--- config.mk ---
export PLATFORM = sky130hd
export DESIGN_NAME = usb_hc_ctrl_reg
export DESIGN_NICKNAME = d
export VERILOG_FILES = /design/src/rtl/usb_hc_ctrl_pkg.sv /design/src/rtl/hc_state_track.sv /design/src/rtl/hc_ctrl_fields.sv /design/src/rtl/hc_sof_delay.sv /design/src/rtl/usb_hc_ctrl_reg.sv
export SDC_FILE = /design/constraint.sdc
export NUM_CORES = 1
export LEC_CHECK = 0
export BUFFER_PORTS_ARGS = -buffer_cell sky130_fd_sc_hd__buf_2
export CAP_MARGIN = 20
export CELL_PAD_IN_SITES_DETAIL_PLACEMENT = 1
export CELL_PAD_IN_SITES_GLOBAL_PLACEMENT = 1
export CORE_UTILIZATION = 37
export DETAILED_ROUTE_END_ITERATION = 8
export PLACE_DENSITY_LB_ADDON = 0.25
export SETUP_SLACK_MARGIN = 0.3
export SYNTH_ARGS = -nofsm -noshare
export SYNTH_HDL_FRONTEND = slang
export SYNTH_HIERARCHICAL = 1
export SYNTH_SLANG_ARGS = --single-unit
--- constraint.sdc ---
create_clock -name clk -period 5.75 [get_ports clk]
set_input_delay 1.15 -clock clk [delete_from_list [all_inputs] [get_ports clk]]
set_output_delay 1.15 -clock clk [all_outputs]
set_load 0.03 [all_outputs]
--- src/rtl/usb_hc_ctrl_pkg.sv ---
package usb_hc_ctrl_pkg;
  typedef enum logic [1:0] {
    ST_RESET  = 2'b00,
    ST_RESUME = 2'b01,
    ST_OPER   = 2'b10,
    ST_SUSP   = 2'b11
  } hc_state_e;

  localparam int LOW_W    = 6;
  localparam int FS_LSB   = 6;
  localparam int IR_BIT   = 8;
  localparam int RWC_BIT  = 9;
  localparam int RWE_BIT  = 10;
  localparam int USED_W   = 11;
endpackage

--- src/rtl/hc_state_track.sv ---
module hc_state_track
  import usb_hc_ctrl_pkg::*;
(
  input  logic      clk,
  input  logic      hw_rst,
  input  logic      sw_rst,
  input  logic      wr_hit,
  input  logic [1:0] wr_state,
  input  logic      resume_det,
  output hc_state_e state_q,
  output hc_state_e state_nxt,
  output logic      roothub_rst
);
  always_comb begin
    state_nxt = state_q;
    if (hw_rst)                                state_nxt = ST_RESET;
    else if (sw_rst)                           state_nxt = ST_SUSP;
    else if (wr_hit)                           state_nxt = hc_state_e'(wr_state);
    else if (state_q == ST_SUSP && resume_det) state_nxt = ST_RESUME;
  end

  always_ff @(posedge clk) begin
    state_q     <= state_nxt;
    roothub_rst <= hw_rst;
  end


  hw_state_chk: assert property (@(posedge clk)
    hw_rst |=> (state_q == ST_RESET && roothub_rst));


  sw_state_chk: assert property (@(posedge clk) disable iff (hw_rst)
    sw_rst |=> (state_q == ST_SUSP));


  resume_move_chk: assert property (@(posedge clk) disable iff (hw_rst)
    (!sw_rst && !wr_hit && state_q == ST_SUSP && resume_det) |=> (state_q == ST_RESUME));


  resume_ignore_chk: assert property (@(posedge clk) disable iff (hw_rst)
    (!sw_rst && !wr_hit && state_q != ST_SUSP) |=> $stable(state_q));


  write_wins_chk: assert property (@(posedge clk) disable iff (hw_rst)
    (!sw_rst && wr_hit) |=> (state_q == $past(wr_state)));
endmodule

--- src/rtl/hc_ctrl_fields.sv ---
module hc_ctrl_fields
  import usb_hc_ctrl_pkg::*;
(
  input  logic             clk,
  input  logic             hw_rst,
  input  logic             sw_rst,
  input  logic             wr_hit,
  input  logic [USED_W-1:0] wbits,
  output logic             rwe_q,
  output logic             rwc_q,
  output logic             ir_q,
  output logic [LOW_W-1:0] low_q
);
  always_ff @(posedge clk) begin
    if (hw_rst) begin
      rwe_q <= 1'b0;
      rwc_q <= 1'b0;
      ir_q  <= 1'b0;
      low_q <= '0;
    end else if (sw_rst) begin
      rwe_q <= 1'b0;
      low_q <= '0;
    end else if (wr_hit) begin
      rwe_q <= wbits[RWE_BIT];
      rwc_q <= wbits[RWC_BIT];
      ir_q  <= wbits[IR_BIT];
      low_q <= wbits[LOW_W-1:0];
    end
  end


  sw_keep_chk: assert property (@(posedge clk) disable iff (hw_rst)
    sw_rst |=> (!rwe_q && low_q == '0 && $stable(rwc_q) && $stable(ir_q)));


  wr_load_chk: assert property (@(posedge clk) disable iff (hw_rst)
    (wr_hit && !sw_rst) |=> (rwe_q == $past(wbits[RWE_BIT]) && ir_q == $past(wbits[IR_BIT])
                             && low_q == $past(wbits[LOW_W-1:0])));
endmodule

--- src/rtl/hc_sof_delay.sv ---
module hc_sof_delay
  import usb_hc_ctrl_pkg::*;
#(
  parameter int DELAY_CYC = 50000
) (
  input  logic      clk,
  input  logic      hw_rst,
  input  hc_state_e state_q,
  input  hc_state_e state_nxt,
  output logic      sof_en,
  output logic      sof_start
);
  localparam int CNT_W = $clog2(DELAY_CYC + 1);
  localparam logic [CNT_W-1:0] LAST = CNT_W'(DELAY_CYC - 1);

  logic [CNT_W-1:0] cnt_q;

  always_ff @(posedge clk) begin
    sof_start <= 1'b0;
    if (hw_rst || state_q != ST_OPER || state_nxt != ST_OPER) begin
      cnt_q  <= '0;
      sof_en <= 1'b0;
    end else if (!sof_en) begin
      if (cnt_q == LAST) begin
        sof_en    <= 1'b1;
        sof_start <= 1'b1;
      end else begin
        cnt_q <= cnt_q + 1'b1;
      end
    end
  end


  sof_off_chk: assert property (@(posedge clk) disable iff (hw_rst)
    (state_q != ST_OPER) |-> !sof_en);


  sof_rise_chk: assert property (@(posedge clk) disable iff (hw_rst)
    $rose(sof_en) |-> (sof_start && state_q == ST_OPER && $past(state_q) == ST_OPER));


  sof_pulse_chk: assert property (@(posedge clk) disable iff (hw_rst)
    sof_start |=> !sof_start);
endmodule

--- src/rtl/usb_hc_ctrl_reg.sv ---
module usb_hc_ctrl_reg
  import usb_hc_ctrl_pkg::*;
#(
  parameter int DATA_W = 32,
  parameter int ADDR_W = 8,
  parameter logic [ADDR_W-1:0] CTRL_OFFSET = 8'h04,
  parameter int CLK_HZ = 50_000_000
) (
  input  logic              clk,
  input  logic              hw_rst,
  input  logic              sw_rst,
  input  logic              wr_en,
  input  logic              rd_en,
  input  logic [ADDR_W-1:0] addr,
  input  logic [DATA_W-1:0] wdata,
  output logic [DATA_W-1:0] rdata,
  input  logic              resume_det,
  input  logic              rd_status,
  output logic [1:0]        func_state,
  output logic              sof_en,
  output logic              sof_start,
  output logic              smi_sel,
  output logic              remote_wake,
  output logic              roothub_rst
);
  localparam int DELAY_CYC = CLK_HZ / 1000;

  logic             hit;
  logic             wr_hit;
  hc_state_e        state_q;
  hc_state_e        state_nxt;
  logic             rwe_q;
  logic             rwc_q;
  logic             ir_q;
  logic [LOW_W-1:0] low_q;
  logic [DATA_W-1:0] rd_word;
  logic             unused_hi;

  assign hit       = (addr == CTRL_OFFSET);
  assign wr_hit    = wr_en && hit;
  assign unused_hi = ^wdata[DATA_W-1:USED_W];

  hc_state_track u_state (
    .clk        (clk),
    .hw_rst     (hw_rst),
    .sw_rst     (sw_rst),
    .wr_hit     (wr_hit),
    .wr_state   (wdata[FS_LSB+1:FS_LSB]),
    .resume_det (resume_det),
    .state_q    (state_q),
    .state_nxt  (state_nxt),
    .roothub_rst(roothub_rst)
  );

  hc_ctrl_fields u_fields (
    .clk   (clk),
    .hw_rst(hw_rst),
    .sw_rst(sw_rst),
    .wr_hit(wr_hit),
    .wbits (wdata[USED_W-1:0]),
    .rwe_q (rwe_q),
    .rwc_q (rwc_q),
    .ir_q  (ir_q),
    .low_q (low_q)
  );

  hc_sof_delay #(.DELAY_CYC(DELAY_CYC)) u_sof (
    .clk      (clk),
    .hw_rst   (hw_rst),
    .state_q  (state_q),
    .state_nxt(state_nxt),
    .sof_en   (sof_en),
    .sof_start(sof_start)
  );

  always_comb begin
    rd_word                       = '0;
    rd_word[RWE_BIT]              = rwe_q;
    rd_word[RWC_BIT]              = rwc_q;
    rd_word[IR_BIT]               = ir_q;
    rd_word[FS_LSB+1:FS_LSB]      = state_q;
    rd_word[LOW_W-1:0]            = low_q;
  end

  always_ff @(posedge clk) begin
    if (hw_rst) begin
      rdata       <= '0;
      remote_wake <= 1'b0;
    end else begin
      rdata       <= (rd_en && hit) ? rd_word : '0;
      remote_wake <= rwe_q && rd_status;
    end
  end

  assign func_state = state_q;
  assign smi_sel    = ir_q;


  wake_follow_chk: assert property (@(posedge clk) disable iff (hw_rst)
    remote_wake |-> $past(rwe_q && rd_status));


  miss_ignore_chk: assert property (@(posedge clk) disable iff (hw_rst)
    (wr_en && !hit && !sw_rst && state_q != ST_SUSP) |=>
      ($stable(rwe_q) && $stable(rwc_q) && $stable(ir_q) && $stable(low_q) && $stable(state_q)));


  miss_read_chk: assert property (@(posedge clk) disable iff (hw_rst)
    (rd_en && !hit) |=> (rdata == '0));
endmodule

==> reports/metrics.cfg, run 1 <==
[drt]
vias = 1514
viasPerCell = 4.78
wl_microns = 3990
ant_nets = 0
dr.pass1.iters = 4
drc = 0
wl_per_cell_microns = 12.6
drtIter0Drc = 62

[sta]
tightest_slew_ns = 0.649
slew_headroom_pct = 56.7
setup_viol = 0
period_needed_ns = 3.46
tns_ns = 0
rsz0062_at_grt = no
hold_viol = 0
max_freq_mhz = 289
fin_skew_ns = 0.00525
maxSlewViolCount = 0
fin_crit_sh_pct = 60.1

[power]
p_switching_uw = 131
p_sw_share_pct = 24.7
ir_worst_vdd_v = 0.000122
p_int_uw = 400
seq_power_share_pct = 55.3
pwr-share-clk_pct = 36.6
p_comb_share_pct = 8.2
powerDensity_nw_per_um2 = 236
cellLeakagePower_nw = 0.863

[die]
ioPinCount = 86
die_w_microns = 75.2
fp-row-count = 26
die_area_sq_um = 5660
fp.dieH_microns = 75.2
core_sq_um = 5140
start_util_pct = 38.6

[clocking]
cts_buffer_depth = 2
clockRootBuffer = clkbuf_8
ctsHoldBuffers = 0
clock_latency_ns = 0.29
cts.sinks = 42
htreeDepth = 2
cts_made_buffers = 5
post_cts_buffers = 0
cts_tree = done
clkTransAtPathRegs_ns = 0.08
post_cts_resized = 0

[critical_path]
crit_type = primary input to register
end_kind = register
reg2reg_to = u_sof/cnt_q[2]$_SDFFE_PP0P_
critPathMaxFanout = 14
r2r_slack_ns = 3.84
worst_setup_path_start_kind = primary input
ff2ff_path_depth = 4
crit_required_ns = 5.98
worstPathArrival_ns = 3.69
r2r-start = u_sof/cnt_q[7]$_SDFFE_PP0P_

[grt]
grt_util_met1_pct = 19.7
grt_pass1_wl_microns = 6390
grt_max_degree = 15
grt_use_total_pct = 15.1
grtUsageMet2_pct = 23.9
grt_pass1_vias = 1377
grt_use_met3_pct = 4.28
antenna_found_initial = 0
grt_most_used_layer = met2
grt_overflow = 0

[synthesis]
synth-edff-count = 0
ys_seq_area_share_pct = 42.4
netlist_top_cells_area = dfxtp_1 42%, buf_4 8.3%, nor4_2 4.4%, mux2i_1 4.0%, nor2_1 3.0%
synth_cell_types = 45
post-synth-top-count-cell = dfxtp_1
synth_top_area_share_pct = 42.4
synthFlopType = dfxtp_1
ys_warn_count = 6
syn_area_sq_um = 1980
ys_ff_latch = 42
syn_inst = 202
synth_async_sr_flop_share_pct = 0
syn_area_per_cell_sq_um = 9.82
yosys.area.top_type = dfxtp_1
yosys-top-cells-count = 42 x dfxtp_1, 22 x buf_4, 16 x nor2_1

[run]
drv_cap = 0

[cells_and_area]
fin_cells = 317
final_layout_size_suffix_gt1_share_pct = 28.7
n_fill_cell = 650
fin_nets = 294
multi_input_area_sq_um = 956
seq_area_sq_um = 841
area_growth_syn_to_layout_pct = 13.5
antennaDiodeCount = 0

[worst_hold_path]
hp-start = u_fields/low_q[5]$_SDFFE_PP0P_
hold_class = register to register
min_to = rdata[5]$_SDFF_PP0_
holdPathStages = 2

[place]
gp_congestion = 0.788
dp_hpwl_microns = 2930
port_buffers = 43
placed_cells = 309

[status]
status = completed

-- critical path: stages --
cell and delay [ns]:
buf_2 0.09, or4b_4 0.66, nor3_2 0.19, buf_4 0.26, nor2b_1 0.07, a211oi_1 0.18, nor2_1 0.08, nand4bb_1 0.22
or2_2 0.43, a211o_1 0.31, nand2_1 0.05
-- registers in the layout, indices dropped and copies added (netlist names) --
name                 cells
u_sof/cnt_q             16
rdata                   11
u_fields/low_q           6
u_state/state_q          2
remote_wake              1
u_fields/ir_q            1
u_fields/rwc_q           1
u_fields/rwe_q           1
u_sof/sof_en             1
u_sof/sof_start          1
u_state/roothub_rst      1
-- worst max-delay path by stage --
stage	slack, ns	startpoint	endpoint	depth (start not counted)
3_5_place_dp	1.99	addr[7]	u_sof/cnt_q[12]$_SDFFE_PP0P_	11
4_1_cts	2.30	addr[7]	u_sof/cnt_q[12]$_SDFFE_PP0P_	11
2_1_floorplan	2.31	addr[7]	u_sof/cnt_q[12]$_SDFFE_PP0P_	10
3_3_place_gp	2.04	addr[7]	u_sof/cnt_q[12]$_SDFFE_PP0P_	11
6_report	2.29	addr[7]	u_sof/cnt_q[12]$_SDFFE_PP0P_	11
5_1_grt	2.13	addr[7]	u_sof/cnt_q[12]$_SDFFE_PP0P_	11
-- power by group through the flow --
stage / clock [mW] / sequential [mW] / combinational (mW)
CTS: 0.203 / 0.294 / 0.0435
floorplan: 0 / 0.303 / 0.0401
detailed placement: 0 / 0.301 / 0.0434
global placement: 0 / 0.301 / 0.0430
global route: 0.216 / 0.294 / 0.0466
finish: 0.194 / 0.294 / 0.0434
-- stage by stage --
| step | instance area, sq um | hold slack, ns | utilization (%) | power [mW] | setup WS [ns] |
|---|---|---|---|---|---|
| 2_1_floorplan | 2060 | 0.413 | - | 0.343 | 2.31 |
| 3_3_place_gp | 2160 | 0.429 | 42.0 | 0.344 | 2.04 |
| 3_5_place_dp | 2160 | 0.430 | 42.0 | 0.344 | 1.99 |
| 4_1_cts | 2250 | 0.448 | 43.8 | 0.540 | 2.30 |
| 5_1_grt | 2250 | 0.476 | 43.8 | 0.557 | 2.13 |
| 6_report | 2250 | 0.446 | 43.8 | 0.531 | 2.29 |
-- cells by family (layout without fill, tap and decap cells) --
kind of cell,after synthesis,after routing,synth area share (%)
XOR/XNOR,7,7,3.09
other,1,21,0.189
multiplexers,8,8,4.04
adder cells (fa/ha/maj),1,1,0.631
AO/OA/AOI/OAI,20,20,7.07
buffers and inverters,41,66,13.4
AND/OR/NAND/NOR,82,82,29.1
flip-flops,42,42,42.4
-- cells in the final DEF, fill, tap and decap left out, types with 6 or more instances in the layout --
cell      netlist  layout
clkbuf_8        0       6
nand4_1         6       6
nand3_1         6       6
buf_2           0      43
nand2_1         7       7
conb_1          1      21
mux2i_1         8       8
inv_1          14      14
nor4_2          7       7
o21ai_0         6       6
nor2_1         16      16
a21oi_1         6       6
dfxtp_1        42      42
-- per-layer routing --
metal | share of wire (%) | up-vias
li1 | - | 750
met5 | 0 | -
met2 | 47 | 43
met3 | 4.6 | 4
met4 | 1.0 | 0
met1 | 47 | 717
-- final cells by class --
| cell class | instances | area share, % |
|---|---|---|
| Multi-Input combinational cell | 139 | 42.5 |
| Sequential cell | 42 | 37.4 |
| Timing Repair Buffer | 44 | 9.89 |
| Tap cell | 70 | 3.89 |
| Clock buffer | 7 | 3.84 |
| Inverter | 14 | 2.33 |
| Clock inverter | 1 | 0.222 |
Note: power is estimated with default switching activity, not from simulation.
==> run 2, diff against run 1 <==
Settings changed: ABC_AREA set to 1, CORE_UTILIZATION 37 to 33.
Clock period 5.75 ns to 3.3 ns, I/O delays scaled along.
==> run 2 against run 1 <==
Final area increased by 5.6%. Global-route usage is 0.63 points lower. Clock-buffer cell count shrank 2. Sequential share of layout area down 2.0 points. Largest power group unchanged. Highest routed layer unchanged.
==> reports/metrics.cfg, run 2 <==
[status]
status = completed

[synthesis]
ys_seq_area_share_pct = 39.9  ; -2.5 points
syn_area_sq_um = 2110  ; +6.4%
synthFlopType = dfxtp_1
yosys.area.top_type = dfxtp_1
synth-edff-count = 0  ; unchanged
synth_top_area_share_pct = 39.9  ; -2.5 points
yosys-top-cells-count = 58 x nand2_1, 42 x dfxtp_1, 34 x inv_1
ys_ff_latch = 42  ; unchanged
ys_warn_count = 6  ; unchanged
syn_inst = 283  ; +40%
synth_cell_types = 30  ; -33%
syn_area_per_cell_sq_um = 7.45  ; -24%
netlist_top_cells_area = dfxtp_1 40%, nand2_1 10%, buf_4 7.8%, inv_1 6.0%, nor2_1 5.0%
synth_async_sr_flop_share_pct = 0  ; unchanged
post-synth-top-count-cell = nand2_1

[clocking]
htreeDepth = 2  ; unchanged
cts_made_buffers = 5  ; unchanged
clkTransAtPathRegs_ns = 0.08  ; about the same
cts.sinks = 42  ; unchanged
ctsHoldBuffers = 0  ; unchanged
cts_tree = done
clock_latency_ns = 0.30  ; about the same
cts_buffer_depth = 2  ; unchanged
clockRootBuffer = clkbuf_8
post_cts_resized = 0  ; unchanged
post_cts_buffers = 0  ; unchanged

[sta]
fin_crit_sh_pct = 71.2
fin_skew_ns = 0.00670  ; +0.00145 ns
fin_hold_ws_ns = 0.438  ; -0.00766 ns
slew_headroom_pct = 66.4  ; +9.7 points
period_needed_ns = 2.35
maxSlewViolCount = 0  ; unchanged
hold_viol = 0  ; unchanged
setup_viol = 0  ; unchanged
tns_ns = 0  ; unchanged
tightest_slew_ns = 0.504  ; -0.145 ns
rsz0062_at_grt = no
max_freq_mhz = 425

[power]
cellLeakagePower_nw = 0.964  ; +12%
powerDensity_nw_per_um2 = 391  ; +65%
ir_worst_vdd_v = 0.000191  ; +57%
power_uw = 928  ; +75%

[grt]
grt_pass1_wl_microns = 7460  ; +17%
antenna_found_initial = 0  ; unchanged
grt_use_total_pct = 14.5  ; -0.63 points
grt_pass1_vias = 1701  ; +24%
grt_max_degree = 15  ; unchanged
grt_overflow = 0  ; unchanged

[die]
die_w_microns = 82.0  ; +9.0%
ioPinCount = 86  ; unchanged
fp.dieH_microns = 82.0  ; +9.0%
core_sq_um = 6030  ; +17%
start_util_pct = 35.0  ; -3.6 points
fp-row-count = 28  ; +7.7%
die_area_sq_um = 6720  ; +19%

[cells_and_area]
layout_common_cells = 58 x nand2_1, 43 x buf_2, 42 x dfxtp_1, 34 x inv_1, 28 x nor2_1
final_layout_size_suffix_gt1_share_pct = 28.7  ; -0.086 points
antennaDiodeCount = 0  ; unchanged
largest_reg_flops = 16  ; unchanged
largest_register = u_sof/cnt_q
fin_nets = 375  ; +28%
area_growth_syn_to_layout_pct = 12.7
fin_area_sq_um = 2380  ; +5.6%
final_common_cell = nand2_1
fin_cells = 403  ; +27%
reg_top3 = u_sof/cnt_q (16), rdata (11), u_fields/low_q (6)

[place]
place_area_sq_um = 2290  ; +5.9%
placed_cells = 395  ; +28%
gp_congestion = 0.736  ; -6.6%
dp_hpwl_microns = 3490  ; +19%
port_buffers = 43  ; unchanged

[critical_path]
critPathMaxFanout = 13  ; -1
crit_required_ns = 3.52  ; -2.46 ns
worst_setup_path_start_kind = primary input
crit_type = primary input to register
end_kind = register
r2r_slack_ns = 1.67  ; -2.17 ns
worstPathArrival_ns = 2.57  ; -1.12 ns

[drt]
dr.pass1.iters = 4  ; unchanged
viasPerCell = 4.40  ; -7.9%
wl_microns = 4480  ; +12%
ant_nets = 0  ; unchanged
wl_per_cell_microns = 11.1  ; -12%
drtIter0Drc = 47  ; -24%
vias = 1772  ; +17%
drc = 0  ; unchanged

[run]
drv_cap = 0  ; unchanged

[worst_hold_path]
hold_class = register to register

run 2: cell types whose count changed in the layout (fill, tap and decap cells not counted), sizes merged, moves of 4 or more:
cell	change
mux2i	-8
xor2	-4
nor4	-12
nor2	+32
nand3	+13
a21oi	+13
nand2	+56
or3	-5
nand4bb	-4
nor3	+5
inv	+27
run 2: power by group:
group	internal [mW]	switching, mW	total [mW]
registers	0.509	0.00269	0.512
clock network	0.149	0.195	0.344
logic	0.0175	0.0555	0.0730
total	0.675	0.253	0.928
run 2: critical path, stage by stage:
cell and delay, ns:
buf_2 0.09, inv_1 0.04, nand2_1 0.05, nor2_2 0.15
and3_2 0.38, a21oi_1 0.12, a21oi_1 0.22, inv_2 0.05
nor3_2 0.11, nand3_2 0.22, inv_2 0.25, nand2_1 0.09
nor3_2 0.13
run 2: kinds of logic (layout without fill, tap and decap cells):
group | count (synthesis) | after routing | synth area share [%]
and+or+nand+nor | 144 | 144 | 34.7
buffers and inverters | 67 | 92 | 17.3
DFF | 42 | 42 | 39.9
AOI/OAI and AO/OA | 26 | 26 | 6.52
xor gates and xnor gates | 2 | 2 | 0.831
adders and majority gates | 1 | 1 | 0.593
other | 1 | 21 | 0.178
run 2: final timing paths:
kind / cells past startpoint / start / end
max: 13 / addr[3] / u_sof/sof_start$_SDFF_PP0_
min: 2 / u_fields/low_q[4]$_SDFFE_PP0P_ / rdata[4]$_SDFF_PP0_
max reg2reg: 8 / u_state/state_q[1]$_DFF_P_ / u_sof/sof_start$_SDFF_PP0_
min reg2reg: 2 / u_fields/low_q[4]$_SDFFE_PP0P_ / rdata[4]$_SDFF_PP0_
run 2: final cells by class:
class / count / area [sq um]
Clock buffer: 5 / 68.8
Multi-Input combinational cell: 194 / 978
Fill cell: 799 / 3650
Timing Repair Buffer: 43 / 215
Tap cell: 75 / 93.8
Clock inverter: 3 / 21.3
Inverter: 41 / 159
Sequential cell: 42 / 841
run 2: routing by layer:
| layer | routed length, microns | up-vias | track usage [%] |
|---|---|---|---|
| met1 | 2060 | 798 | 17.2 |
| met3 | 269 | 8 | 4.67 |
| met2 | 2090 | 48 | 24.5 |
| met4 | 59 | 0 | 4.74 |
| li1 | - | 918 | - |
| met5 | 0 | - | 0 |
run 2: through the flow:
step                util (%)  worst slack, ns
floorplan                  -             1.23
global placement        38.0            0.590
detailed placement      38.0            0.579
CTS                     39.5            0.891
global route            39.5            0.717
finish                  39.5            0.949
==> run 3, diff against run 2 <==
Settings changed: ABC_AREA 1 to 0, CORE_UTILIZATION 33 to 31.
Clock period 3.3 ns to 2.15 ns, I/O delays scaled along.
==> run 3 against run 2 <==
Highest routed layer unchanged. Worst setup slack got worse by 1.1 ns. Critical path depth decreased by 3. Die area about the same. The flow now finishes with violations (negative setup slack).
==> reports/metrics.cfg, run 3 (same netlist as run 1, synthesis figures left out) <==
[cells_and_area]
fin_nets = 310  ; -17%
largest_register = u_sof/cnt_q
layout_common_cells = 42 x dfxtp_1, 41 x buf_2, 21 x conb_1, 14 x inv_1
final_common_cell = dfxtp_1
largest_reg_flops = 16  ; unchanged
n_fill_cell = 738  ; -7.6%
final_layout_size_suffix_gt1_share_pct = 38.0  ; +9.4 points
antennaDiodeCount = 0  ; unchanged
area_growth_syn_to_layout_pct = 25.0
fin_cells = 338  ; -16%
reg_top3 = u_sof/cnt_q (16), rdata (11), u_fields/low_q (6)

[grt]
grt_use_met3_pct = 3.22  ; -1.4 points
grt_max_degree = 14  ; -1
grt_pass1_wl_microns = 6540  ; -12%
grt_most_used_layer = met2
grt_use_total_pct = 13.2  ; -1.3 points
antenna_found_initial = 0  ; unchanged
grt_pass1_vias = 1373  ; -19%
grt_overflow = 0  ; unchanged
grtUsageMet2_pct = 19.9  ; -4.5 points
grt_util_met1_pct = 17.3  ; +0.15 points

[sta]
rsz0062_at_grt = yes
fin_crit_sh_pct = 107
maxSlewViolCount = 0  ; unchanged
tightest_slew_ns = 0.602  ; +0.0979 ns
fin_skew_ns = 0.00753  ; +0.000826 ns
setup_ws_ns = -0.148  ; -1.10 ns
period_needed_ns = 2.30
max_freq_mhz = 435
slew_headroom_pct = 59.9  ; -6.5 points
hold_viol = 0  ; unchanged
fin_hold_ws_ns = 0.370  ; -0.0684 ns
setup_viol = 18  ; +18

[critical_path]
end_kind = register
path_delay_family = simple AND/OR/NAND/NOR gates
worstPathArrival_ns = 2.54  ; -0.03 ns
cpMaxStageDelayCell = or4b_4
critPathMaxFanout = 5  ; -8
worst_setup_path_start_kind = primary input
crit_required_ns = 2.39  ; -1.13 ns
crit_type = primary input to register
crit_chain = buf_6 > or4b_4 > nor3_4 > nor2b_2 > a211oi_2 > nor2_1 > nand4bb_4 > or2_4 > a211o_1 > nand2_1
crit_path_max_incr_delay_ns = 0.55  ; +0.17 ns
path_buf_inv = 1  ; -3

[worst_hold_path]
hold_class = primary input to register

[place]
port_buffers = 43  ; unchanged
gp_congestion = 0.744  ; +1.1%
placed_cells = 321  ; -19%
dp_hpwl_microns = 3140  ; -10%

[clocking]
cts_tree = done
cts.sinks = 42  ; unchanged
clockRootBuffer = clkbuf_8
ctsHoldBuffers = 0  ; unchanged
htreeDepth = 2  ; unchanged
clock_latency_ns = 0.29  ; about the same
cts_buffer_depth = 2  ; unchanged
cts_made_buffers = 5  ; unchanged
clkTransAtPathRegs_ns = 0.08  ; about the same

[run]
drv_cap = 0  ; unchanged

[die]
fp-row-count = 28  ; unchanged
die_area_sq_um = 6720  ; about the same
start_util_pct = 32.7  ; -2.3 points
fp.dieH_microns = 82.0  ; about the same
core_sq_um = 6060  ; +0.58%
ioPinCount = 86  ; unchanged
die_w_microns = 82.0  ; about the same

[power]
ir_worst_vdd_v = 0.000265  ; +39%
powerDensity_nw_per_um2 = 571  ; +46%
power_mw = 1.42  ; +53%
cellLeakagePower_nw = 0.962  ; -0.12%

[status]
violations = negative setup slack
status = finished, violations left

[drt]
wl_microns = 4220  ; -5.8%
drc = 0  ; unchanged
drtIter0Drc = 25  ; -47%
dr.pass1.iters = 4  ; unchanged
viasPerCell = 4.65  ; +5.8%
ant_nets = 0  ; unchanged
wl_per_cell_microns = 12.5  ; +12%
vias = 1572  ; -11%

-- run 3: cell types whose count changed in the layout (fill, tap and decap cells not counted), moves of 10 or more --
cell     change
nand2_1     -51
nor2_1      -15
nand3_1     -10
nor2_2      -14
inv_1       -20
buf_4       +13
a21oi_1     -18
-- run 3: metrics by stage --
| step | cell area (sq um) | setup slack, ns | utilization [%] | setup TNS [ns] |
|---|---|---|---|---|
| floorplan | 2070 | -0.342 | - | -4.70 |
| global placement | 2230 | -0.428 | 36.7 | -6.59 |
| detailed placement | 2230 | -0.484 | 36.7 | -7.50 |
| CTS | 2340 | -0.131 | 38.7 | -1.06 |
| global route | 2480 | -0.214 | 40.9 | -2.51 |
| finish | 2480 | -0.148 | 40.9 | -1.59 |
-- run 3: repair_timing --
item                       CTS  global route
buffers inserted             1             8
resized for setup            5            18
pin swaps                    5            14
setup endpoints to repair   18            18
-- run 3: final cells by class --
cell class	count	area [sq um]	area share [%]
Clock buffer	6	72.6	2.93
Clock inverter	2	13.8	0.555
Inverter	14	52.6	2.12
Multi-Input combinational cell	139	1040	41.8
Sequential cell	42	841	33.9
Tap cell	75	93.8	3.78
Timing Repair Buffer	60	370	14.9
-- run 3: path summary, 6_finish.rpt --
path	start	to	slack (ns)	depth (start not counted)
worst max-delay path	addr[3]	u_sof/cnt_q[12]$_SDFFE_PP0P_	-0.15	10
worst min-delay path	hw_rst	u_state/roothub_rst$_DFF_P_	0.37	1
worst max register to register	u_sof/cnt_q[7]$_SDFFE_PP0P_	u_sof/cnt_q[4]$_SDFFE_PP0P_	0.28	4
worst min register to register	u_fields/low_q[5]$_SDFFE_PP0P_	rdata[5]$_SDFF_PP0_	0.45	2
-- run 3: power breakdown --
group | internal (mW) | leakage [nW] | switching, mW
sequential | 0.781 | 0.339 | 0.00558
clock | 0.229 | 0.0452 | 0.271
combinational | 0.0395 | 0.578 | 0.0912
-- run 3: layer usage --
metal / wire length, microns / up-vias
met4: 78 / 0
met3: 183 / 6
met1: 1940 / 738
li1: - / 788
met5: 0 / -
met2: 2020 / 40
